--- src/rtl/wmask_pkg.sv ---
package wmask_pkg;
    localparam int PIX_W_DEF  = 8;
    localparam int N_BG_DEF   = 4;
    localparam int CFG_DATA_W = 8;
    localparam int CFG_ADDR_W = 4;

    // window w: left edge at 2w, right edge at 2w+1
    localparam int ADR_SEL_BASE  = 4;
    localparam int SEL_PER_BYTE  = 2;
    localparam int RULE_PER_BYTE = 4;

    // bit positions inside a select nibble
    localparam int NIB_INV1 = 0;
    localparam int NIB_EN1  = 1;
    localparam int NIB_INV2 = 2;
    localparam int NIB_EN2  = 3;

    typedef enum logic [1:0] {
        RULE_OR   = 2'b00,
        RULE_AND  = 2'b01,
        RULE_XOR  = 2'b10,
        RULE_XNOR = 2'b11
    } win_rule_e;
endpackage

--- src/rtl/wmask_regs.sv ---
module wmask_regs
    import wmask_pkg::*;
#(
    parameter int PIX_W  = PIX_W_DEF,
    parameter int N_TGT  = N_BG_DEF + 2,
    parameter int ADDR_W = CFG_ADDR_W
) (
    input  logic                          clk,
    input  logic                          rst,
    input  logic                          wr_en,
    input  logic [ADDR_W-1:0]             wr_addr,
    input  logic [CFG_DATA_W-1:0]         wr_data,
    output logic [1:0][PIX_W-1:0]         win_lo,
    output logic [1:0][PIX_W-1:0]         win_hi,
    output logic [N_TGT-1:0]              en1,
    output logic [N_TGT-1:0]              inv1,
    output logic [N_TGT-1:0]              en2,
    output logic [N_TGT-1:0]              inv2,
    output logic [N_TGT-1:0][1:0]         rule
);
    localparam int SEL_BYTES = (N_TGT + SEL_PER_BYTE - 1) / SEL_PER_BYTE;
    localparam int RULE_BASE = ADR_SEL_BASE + SEL_BYTES;

    always_ff @(posedge clk) begin
        if (rst) begin
            win_lo <= '0;
            win_hi <= '0;
            en1    <= '0;
            inv1   <= '0;
            en2    <= '0;
            inv2   <= '0;
            rule   <= '0;
        end else if (wr_en) begin
            for (int w = 0; w < 2; w++) begin
                if (wr_addr == ADDR_W'(2 * w))
                    win_lo[w] <= wr_data[PIX_W-1:0];
                if (wr_addr == ADDR_W'(2 * w + 1))
                    win_hi[w] <= wr_data[PIX_W-1:0];
            end
            for (int t = 0; t < N_TGT; t++) begin
                if (wr_addr == ADDR_W'(ADR_SEL_BASE + t / SEL_PER_BYTE)) begin
                    inv1[t] <= wr_data[4 * (t % SEL_PER_BYTE) + NIB_INV1];
                    en1[t]  <= wr_data[4 * (t % SEL_PER_BYTE) + NIB_EN1];
                    inv2[t] <= wr_data[4 * (t % SEL_PER_BYTE) + NIB_INV2];
                    en2[t]  <= wr_data[4 * (t % SEL_PER_BYTE) + NIB_EN2];
                end
                if (wr_addr == ADDR_W'(RULE_BASE + t / RULE_PER_BYTE))
                    rule[t] <= wr_data[2 * (t % RULE_PER_BYTE) +: 2];
            end
        end
    end
endmodule

--- src/rtl/wmask_range.sv ---
module wmask_range
    import wmask_pkg::*;
#(
    parameter int PIX_W = PIX_W_DEF
) (
    input  logic [PIX_W-1:0] pix_x,
    input  logic [PIX_W-1:0] edge_lo,
    input  logic [PIX_W-1:0] edge_hi,
    output logic             hit
);
    always_comb begin
        hit = (pix_x >= edge_lo) && (pix_x <= edge_hi);
    end
endmodule

--- src/rtl/wmask_combine.sv ---
module wmask_combine
    import wmask_pkg::*;
(
    input  logic       hit1,
    input  logic       hit2,
    input  logic       en1,
    input  logic       inv1,
    input  logic       en2,
    input  logic       inv2,
    input  logic [1:0] rule,
    output logic       m
);
    logic a, b;

    always_comb begin
        a = hit1 ^ inv1;
        b = hit2 ^ inv2;
        unique case ({en1, en2})
            2'b00: m = 1'b0;
            2'b10: m = a;
            2'b01: m = b;
            2'b11: begin
                unique case (win_rule_e'(rule))
                    RULE_OR:   m = a | b;
                    RULE_AND:  m = a & b;
                    RULE_XOR:  m = a ^ b;
                    RULE_XNOR: m = ~(a ^ b);
                endcase
            end
        endcase
    end
endmodule

--- src/rtl/wmask_gen.sv ---
module wmask_gen
    import wmask_pkg::*;
#(
    parameter int PIX_W  = PIX_W_DEF,
    parameter int N_BG   = N_BG_DEF,
    parameter int ADDR_W = CFG_ADDR_W
) (
    input  logic                          clk,
    input  logic                          rst,
    input  logic                          wr_en,
    input  logic [ADDR_W-1:0]             wr_addr,
    input  logic [CFG_DATA_W-1:0]         wr_data,
    input  logic [PIX_W-1:0]              pix_x,
    output logic [N_BG+1:0]               mask
);
    localparam int N_TGT = N_BG + 2;

    logic [1:0][PIX_W-1:0] win_lo;
    logic [1:0][PIX_W-1:0] win_hi;
    logic [N_TGT-1:0]      en1, inv1, en2, inv2;
    logic [N_TGT-1:0][1:0] rule;
    logic [1:0]            win_hit;

    wmask_regs #(
        .PIX_W  (PIX_W),
        .N_TGT  (N_TGT),
        .ADDR_W (ADDR_W)
    ) u_regs (
        .clk     (clk),
        .rst     (rst),
        .wr_en   (wr_en),
        .wr_addr (wr_addr),
        .wr_data (wr_data),
        .win_lo  (win_lo),
        .win_hi  (win_hi),
        .en1     (en1),
        .inv1    (inv1),
        .en2     (en2),
        .inv2    (inv2),
        .rule    (rule)
    );

    for (genvar w = 0; w < 2; w++) begin : g_win
        wmask_range #(.PIX_W(PIX_W)) u_rng (
            .pix_x   (pix_x),
            .edge_lo (win_lo[w]),
            .edge_hi (win_hi[w]),
            .hit     (win_hit[w])
        );
    end

    for (genvar t = 0; t < N_TGT; t++) begin : g_tgt
        wmask_combine u_cmb (
            .hit1 (win_hit[0]),
            .hit2 (win_hit[1]),
            .en1  (en1[t]),
            .inv1 (inv1[t]),
            .en2  (en2[t]),
            .inv2 (inv2[t]),
            .rule (rule[t]),
            .m    (mask[t])
        );
    end
endmodule

--- config.mk ---
export PLATFORM = sky130hd
export DESIGN_NAME = wmask_gen
export DESIGN_NICKNAME = d
export VERILOG_FILES = /design/src/rtl/wmask_pkg.sv /design/src/rtl/wmask_regs.sv /design/src/rtl/wmask_range.sv /design/src/rtl/wmask_combine.sv /design/src/rtl/wmask_gen.sv
export SDC_FILE = /design/constraint.sdc
export NUM_CORES = 1
export LEC_CHECK = 0
export CORE_MARGIN = 2
export CORE_UTILIZATION = 45
export DETAILED_ROUTE_END_ITERATION = 16
export DONT_BUFFER_PORTS = 1
export MAX_ROUTING_LAYER = met4
export PLACE_DENSITY_LB_ADDON = 0.2
export SETUP_SLACK_MARGIN = 0.5
export SLEW_MARGIN = 10
export SYNTH_ARGS = -nofsm -noshare
export SYNTH_HDL_FRONTEND = slang
export SYNTH_SLANG_ARGS = --single-unit
--- constraint.sdc ---
create_clock -name clk -period 11 [get_ports clk]
set_input_delay 3.3 -clock clk [delete_from_list [all_inputs] [get_ports clk]]
set_output_delay 3.3 -clock clk [all_outputs]
set_load 0.005 [all_outputs]
==> results of run 1 <==
## cell families (layout without fill, tap and decap cells)
| family | count (synthesis) | after routing |
|---|---|---|
| multiplexers | 70 | 70 |
| buffers and inverters | 65 | 51 |
| adder cells (fa/ha/maj) | 44 | 44 |
| XOR/XNOR | 26 | 26 |
| AND/OR/NAND/NOR | 149 | 149 |
| flip-flops | 68 | 68 |
| AO/OA/AOI/OAI | 65 | 65 |
## power groups by stage
stage,Clock (W),Combinational [W],Sequential (W)
after global placement,0,0.0000596,0.000258
final,0.000211,0.0000620,0.000252
after CTS,0.000216,0.0000625,0.000252
after floorplan,0,0.0000596,0.000257
after detailed placement,0,0.0000619,0.000258
after global routing,0.000227,0.0000706,0.000253
## sequential cells by signal, indices dropped and copies added, names as in the netlist
register and cells:
u_regs.en1 6, u_regs.en2 6, u_regs.inv1 6, u_regs.inv2 6, u_regs.rule 12, u_regs.win_hi 16
u_regs.win_lo 16
## how the worst min path moves through the flow
stage / slack (ns) / from / depth (start not counted) / endpoint
floorplan: 0.46 / u_regs.win_hi[10]$_SDFFE_PP0P_ / 2 / u_regs.win_hi[10]$_SDFFE_PP0P_
global placement: 0.47 / u_regs.win_lo[11]$_SDFFE_PP0P_ / 2 / u_regs.win_lo[11]$_SDFFE_PP0P_
detailed placement: 0.48 / u_regs.win_hi[14]$_SDFFE_PP0P_ / 2 / u_regs.win_hi[14]$_SDFFE_PP0P_
CTS: 0.50 / u_regs.win_hi[14]$_SDFFE_PP0P_ / 2 / u_regs.win_hi[14]$_SDFFE_PP0P_
global route: 0.53 / u_regs.win_lo[6]$_SDFFE_PP0P_ / 2 / u_regs.win_lo[6]$_SDFFE_PP0P_
finish: 0.49 / u_regs.win_hi[12]$_SDFFE_PP0P_ / 2 / u_regs.win_hi[12]$_SDFFE_PP0P_
## cell type report
cell class	count	area share
Clock buffer	10	0.0301
Clock inverter	6	0.0140
Inverter	32	0.0263
Multi-Input combinational cell	354	0.592
Sequential cell	68	0.298
Tap cell	129	0.0353
Timing Repair Buffer	3	0.00492
## layer usage
| layer | GRT usage | share of wire |
|---|---|---|
| met1 | 0.272 | 0.51 |
| met2 | 0.311 | 0.44 |
| met3 | 0.0264 | 0.037 |
| met4 | 0.0749 | 0.015 |
| met5 | - | 0 |
## cell usage after synthesis, drive strengths merged (8+ instances only)
cell type,count
nor2,82
mux2i,70
dfxtp,68
ha,44
inv,32
a21oi,21
nand2,19
clkbuf,18
buf,15
o21ai,14
xor2,14
nor3b,13
xnor2,12
nand3b,10
a211oi,8
## critical path, delay by kind of cell
family	cells	cell delay, ns
simple gates	3	1.08
compound gates	6	1.28
xor+xnor	1	0.15
fa+ha+maj	2	0.64
## metrics by stage
stage | hold WS (ns) | instances | power (W) | setup slack (ns) | instance area (sq um)
floorplan | 0.460 | 487 | 0.000317 | 1.60 | 4380
CTS | 0.502 | 602 | 0.000531 | 1.20 | 4570
global placement | 0.475 | 586 | 0.000317 | 1.29 | 4370
finish | 0.495 | 602 | 0.000525 | 1.23 | 4570
detailed placement | 0.482 | 586 | 0.000320 | 1.23 | 4370
global route | 0.528 | 602 | 0.000550 | 0.951 | 4570
==> flow_summary_export.csv, run 1 <==
group,metric,value,unit
outcome,outcome,"finished clean",
layout,antenna-diode-count,0,
worst_setup_path,required,7.70,ns
yosys,synth_mux_area_frac,0.160,
worst_setup_path,crit_start,"pix_x[7]",
pwr,power.switching,0.000138,W
yosys,synth-simple-area-share,0.169,
global_routing,grt.overflow.total,0,
yosys,synthAdderAreaFrac,0.126,
yosys,synth_top_family_by_area,"simple AND/OR/NAND/NOR gates",
clock_tree,clock_path_buffers,2,
detailed_routing,first_pass_iters,4,
clock_tree,cts_num_sinks,68,
pwr,clockPowerShare,0.401,
layout,drive_gt1_frac,0.0761,
yosys,synth_edf_count,0,
pwr,pwr-share-seq,0.480,
yosys,ys_ff_latch,68,
timing,setup_viol,0,
yosys,synth_top_area_share,0.311,
global_routing,antenna_found_initial,0,
yosys,synth_top_cell_by_area,"dfxtp_1",
timing,worst_clock_skew,0,ns
worst_setup_path,cpPeakStageDelay,0.50,ns
layout,multi_input_area,2710,sq um
detailed_routing,drt_iter0_markers,143,
worst_setup_path,endpoint_kind,"output pin",
floorplan,die_area,10500,sq um
placement,gp_congestion,0.811,
timing,tns,0,ns
worst_setup_path,cp_slowest_cell,"nor2b_4",
global_routing,grt_use_total,0.202,
yosys,yosysSeqAreaShare,0.311,
floorplan,io_pins,29,
placement,dp.final_hpwl,7010,um
floorplan,start_util,0.469,
timing,rsz0062_at_grt,"no",
timing,clock.fmax,102,MHz
yosys,synth_xor_area_frac,0.0606,
yosys,syn_nets,554,
floorplan,die_y,103,um
layout,final_common_cell,"nor2_1",
detailed_routing,drtAntennaViolNets,0,
yosys,syn_area_per_cell,8.99,sq um
clock_tree,cts_buffers,9,
worst_setup_path,reg2reg_to,"u_regs.inv1[0]$_SDFFE_PP0P_",
layout,area_growth,4.46,%
worst_setup_path,path_max_fanout,12,
floorplan,core_area,9330,sq um
timing,drv_slew,0,
yosys,synth_top_flop_cell,"dfxtp_1",
placement,portBuffers,0,
pwr,vdd_drop_max,62.7,uV
yosys,netlist_top_cells_area,"dfxtp_1 (31%), mux2i_1 (16%), ha_1 (13%)",
worst_setup_path,crit_type,"in2out",
detailed_routing,wl,9710,um
clock_tree,cts_tree,"built",
timing,hold_viol,0,
detailed_routing,vias,3228,
layout,layout_common_cells,"nor2_1 (81), mux2i_1 (70), dfxtp_1 (68)",
pwr,swShare,0.262,
timing,worstMarginPinSlew,1.10,ns
worst_setup_path,cp_cell_sequence,"ha_1 > nand4_1 > o21ai_2 > and2_1 > nor2b_4 > xnor2_1 > ha_1 > a211oi_1 > a21oi_1 > a32oi_1 > o311ai_1 > a211o_1",
timing,period_share,0.888,
yosys,syn-cell-area,4380,sq um
timing,max_slew_margin,0.264,
clock_tree,post_cts_resized,0,
clock_tree,cts-root-buf,"clkbuf_8",
clock_tree,post-cts-setup-buffers,0,
floorplan,die_x,103,um
pwr,p_per_area,115,nW/um^2
worst_setup_path,cp_common_cell,"ha_1",
pwr,p_leak,1.96,nW
worst_setup_path,critPathCapture,"mask[2]",
layout,utilization,0.490,
clock_tree,clk_latency,0.35,ns
detailed_routing,viasPerCell,5.36,
detailed_routing,route.detailed.drc,0,
yosys,ys.warnings.count,0,
global_routing,grt_max_degree,69,
hold_path,hp-class,"reg2reg",
worst_setup_path,crit_arrival,6.47,ns
worst_setup_path,r2r_slack,10.27,ns
yosys,synthCells,487,
timing,fin_crit,9.77,ns
clock_tree,clkSlewWorstSetupHoldPaths,0.08,ns
global_routing,grt_pass1_vias,3034,
layout,fill_cells,896,
floorplan,rows,35,
clock_tree,ctsHtreeMaxLevel,3,
clock_tree,cts_hold_buf,0,
detailed_routing,wl_per_cell,16.1,um
worst_setup_path,r2r-start,"u_regs.inv1[0]$_SDFFE_PP0P_",
yosys,synth-compound-area-share,0.103,
worst_setup_path,r2r_cells,2,
global_routing,grt_pass1_wl,15800,um
yosys,synthDistinctLibCells,46,
worst_setup_path,crit_path_start_kind,"primary input",
pwr,comb_power_share,0.118,
yosys,async_reset_ff_frac,0,
layout,regArea,1360,sq um
layout,fin_nets,535,
run,cap_violations,0,
pwr,internal-power,0.000387,W
Note: power is estimated with default switching activity, not from simulation.
==> run 2, diff against run 1 <==
--- a/config.mk
+++ b/config.mk
@@ -6,7 +6,7 @@
 export NUM_CORES = 1
 export LEC_CHECK = 0
 export CORE_MARGIN = 2
-export CORE_UTILIZATION = 45
+export CORE_UTILIZATION = 50
 export DETAILED_ROUTE_END_ITERATION = 16
 export DONT_BUFFER_PORTS = 1
 export MAX_ROUTING_LAYER = met4
==> run 2 against run 1 <==
Non-clock buffer count unchanged. Combinational power about the same. Clock skew unchanged. Sequential power about the same. Hold slack about the same. Register-to-register slack worse by 0.03 ns. Via count up 0.59%. Final area down 1.1%. Critical path depth up 2. Power down 4.0%. Critical endpoint is now mask[5]. Largest power group unchanged.
==> flow_summary_export.csv, run 2 (same netlist as run 1, synthesis figures left out) <==
group,metric,value,unit
worst_setup_path,r2r_cells,2,
clock_tree,cts_tree,"built",
detailed_routing,wl_met3,498,um
floorplan,io_pins,29,
timing,fin_ws,1.23,ns
placement,dp.final_hpwl,6930,um
timing,tns,0,ns
clock_tree,cts_num_sinks,68,
pwr,power.switching,0.000139,W
detailed_routing,drt_iter0_markers,153,
floorplan,die_x,97.6,um
worst_setup_path,reg2reg_to,"u_regs.inv2[2]$_SDFFE_PP0P_",
detailed_routing,vias,3247,
layout,reg_top3,"u_regs.win_hi (16), u_regs.win_lo (16), u_regs.rule (12)",
global_routing,grt_use_total,0.220,
pwr,internal-power,0.000365,W
timing,worst_clock_skew,0,ns
clock_tree,ctsHtreeMaxLevel,3,
layout,fin_nets,535,
detailed_routing,route.detailed.drc,0,
worst_setup_path,r2r-start,"u_regs.inv2[2]$_SDFFE_PP0P_",
worst_setup_path,cp_common_cell,"ha_1",
timing,rsz0062_at_grt,"no",
detailed_routing,drtAntennaViolNets,0,
detailed_routing,first_pass_iters,4,
clock_tree,cts_buffers,9,
worst_setup_path,crit_type,"in2out",
worst_setup_path,cp_cell_sequence,"ha_1 > nor2b_1 > o211ai_1 > a211o_1 > and2_1 > nor2b_4 > xnor2_1 > ha_1 > xor2_1 > nand2_1 > o21ai_0 > a32o_1 > a211oi_1 > o211ai_2",
placement,post-place-ws,1.23,ns
timing,hold_slack,0.495,ns
timing,fin_crit,9.77,ns
worst_setup_path,cpPeakStageDelay,0.49,ns
pwr,pwr-share-seq,0.501,
pwr,vdd_drop_max,59.5,uV
timing,max_slew_margin,0.215,
timing,clock.fmax,102,MHz
placement,portBuffers,0,
floorplan,core_area,8590,sq um
clock_tree,post-cts-setup-buffers,0,
global_routing,grt.overflow.total,0,
worst_setup_path,crit_path_start_kind,"primary input",
clock_tree,clk_latency,0.35,ns
global_routing,grt_pass1_wl,16200,um
pwr,power.total,0.000504,W
timing,hold_viol,0,
detailed_routing,wl_met1,4730,um
pwr,swShare,0.277,
placement,gp_congestion,0.848,
floorplan,die_area,9520,sq um
hold_path,hp-class,"reg2reg",
clock_tree,cts-root-buf,"clkbuf_8",
placement,dpl-instance-area,4350,sq um
layout,drive_gt1_frac,0.0761,
run,cap_violations,0,
layout,area_growth,3.29,%
floorplan,start_util,0.509,
worst_setup_path,required,7.70,ns
worst_setup_path,r2r_slack,10.24,ns
detailed_routing,wl_met2,4410,um
detailed_routing,viasPerCell,5.59,
hold_path,hp-start,"u_regs.win_hi[6]$_SDFFE_PP0P_",
hold_path,hold_depth,2,
pwr,p_per_area,111,nW/um^2
timing,worstMarginPinSlew,1.17,ns
detailed_routing,highest_layer,"met4",
pwr,clockPowerShare,0.376,
timing,period_share,0.888,
layout,layout_common_cells,"nor2_1 (81), mux2i_1 (70), dfxtp_1 (68)",
clock_tree,post_cts_resized,0,
detailed_routing,wl_per_cell,16.8,um
worst_setup_path,path_max_fanout,12,
worst_setup_path,crit_arrival,6.47,ns
layout,final_common_cell,"nor2_1",
timing,drv_slew,0,
floorplan,die_y,97.6,um
global_routing,grt_pass1_vias,3125,
clock_tree,clkSlewWorstSetupHoldPaths,0.07,ns
layout,antenna-diode-count,0,
clock_tree,cts_hold_buf,0,
hold_path,hold_end,"u_regs.win_hi[6]$_SDFFE_PP0P_",
outcome,outcome,"finished clean",
timing,setup_viol,0,
layout,design_area,4520,sq um
pwr,comb_power_share,0.123,
worst_setup_path,cp_slowest_cell,"nor2b_4",
global_routing,antenna_found_initial,0,
pwr,p_leak,1.95,nW
clock_tree,clock_path_buffers,2,
global_routing,grt_max_degree,69,
detailed_routing,wl,9760,um
floorplan,rows,34,
worst_setup_path,endpoint_kind,"output pin",
## run 2: how the worst max path moves through the flow
stage,from,to,slack [ns],cells after the start
3_5_place_dp,pix_x[0],mask[5],1.23,15
3_3_place_gp,pix_x[1],mask[5],1.34,14
4_1_cts,pix_x[1],mask[5],1.23,14
6_report,pix_x[1],mask[5],1.23,14
5_1_grt,pix_x[1],mask[2],0.99,13
2_1_floorplan,pix_x[5],mask[5],1.60,16
## run 2: per-layer routing
layer | GRT usage | vias to the layer above
met5 | - | -
met4 | 0.0769 | 0
met3 | 0.0388 | 11
met2 | 0.336 | 65
met1 | 0.294 | 1535
li1 | - | 1636
## run 2: cell type report
| class | instances | area (sq um) |
|---|---|---|
| clock buffers | 10 | 138 |
| clock inverters | 6 | 38.8 |
| fillers | 805 | 4070 |
| inverters | 32 | 120 |
| multi-input cells | 354 | 2710 |
| flip-flops and latches | 68 | 1360 |
| well taps | 108 | 135 |
| repair buffers | 3 | 22.5 |
## run 2: power by group through the flow
| stage | Clock (W) | Sequential [W] | Combinational, W |
|---|---|---|---|
| finish | 0.000190 | 0.000252 | 0.0000621 |
| global route | 0.000207 | 0.000253 | 0.0000709 |
| CTS | 0.000194 | 0.000252 | 0.0000622 |
| detailed placement | 0 | 0.000258 | 0.0000616 |
| global placement | 0 | 0.000258 | 0.0000592 |
| floorplan | 0 | 0.000257 | 0.0000596 |
## run 2: per-stage QoR
| stage | instances | util |
|---|---|---|
| floorplan | 487 | - |
| global placement | 565 | 0.506 |
| detailed placement | 565 | 0.506 |
| CTS | 581 | 0.526 |
| global route | 581 | 0.526 |
| finish | 581 | 0.526 |
## run 2: worst max-delay path: cells and delay by family
family                   cells  cell delay, ns
AO/OA/AOI/OAI                6            1.24
AND/OR/NAND/NOR              4            1.05
adder cells (fa/ha/maj)      2            0.59
XOR/XNOR                     2            0.26
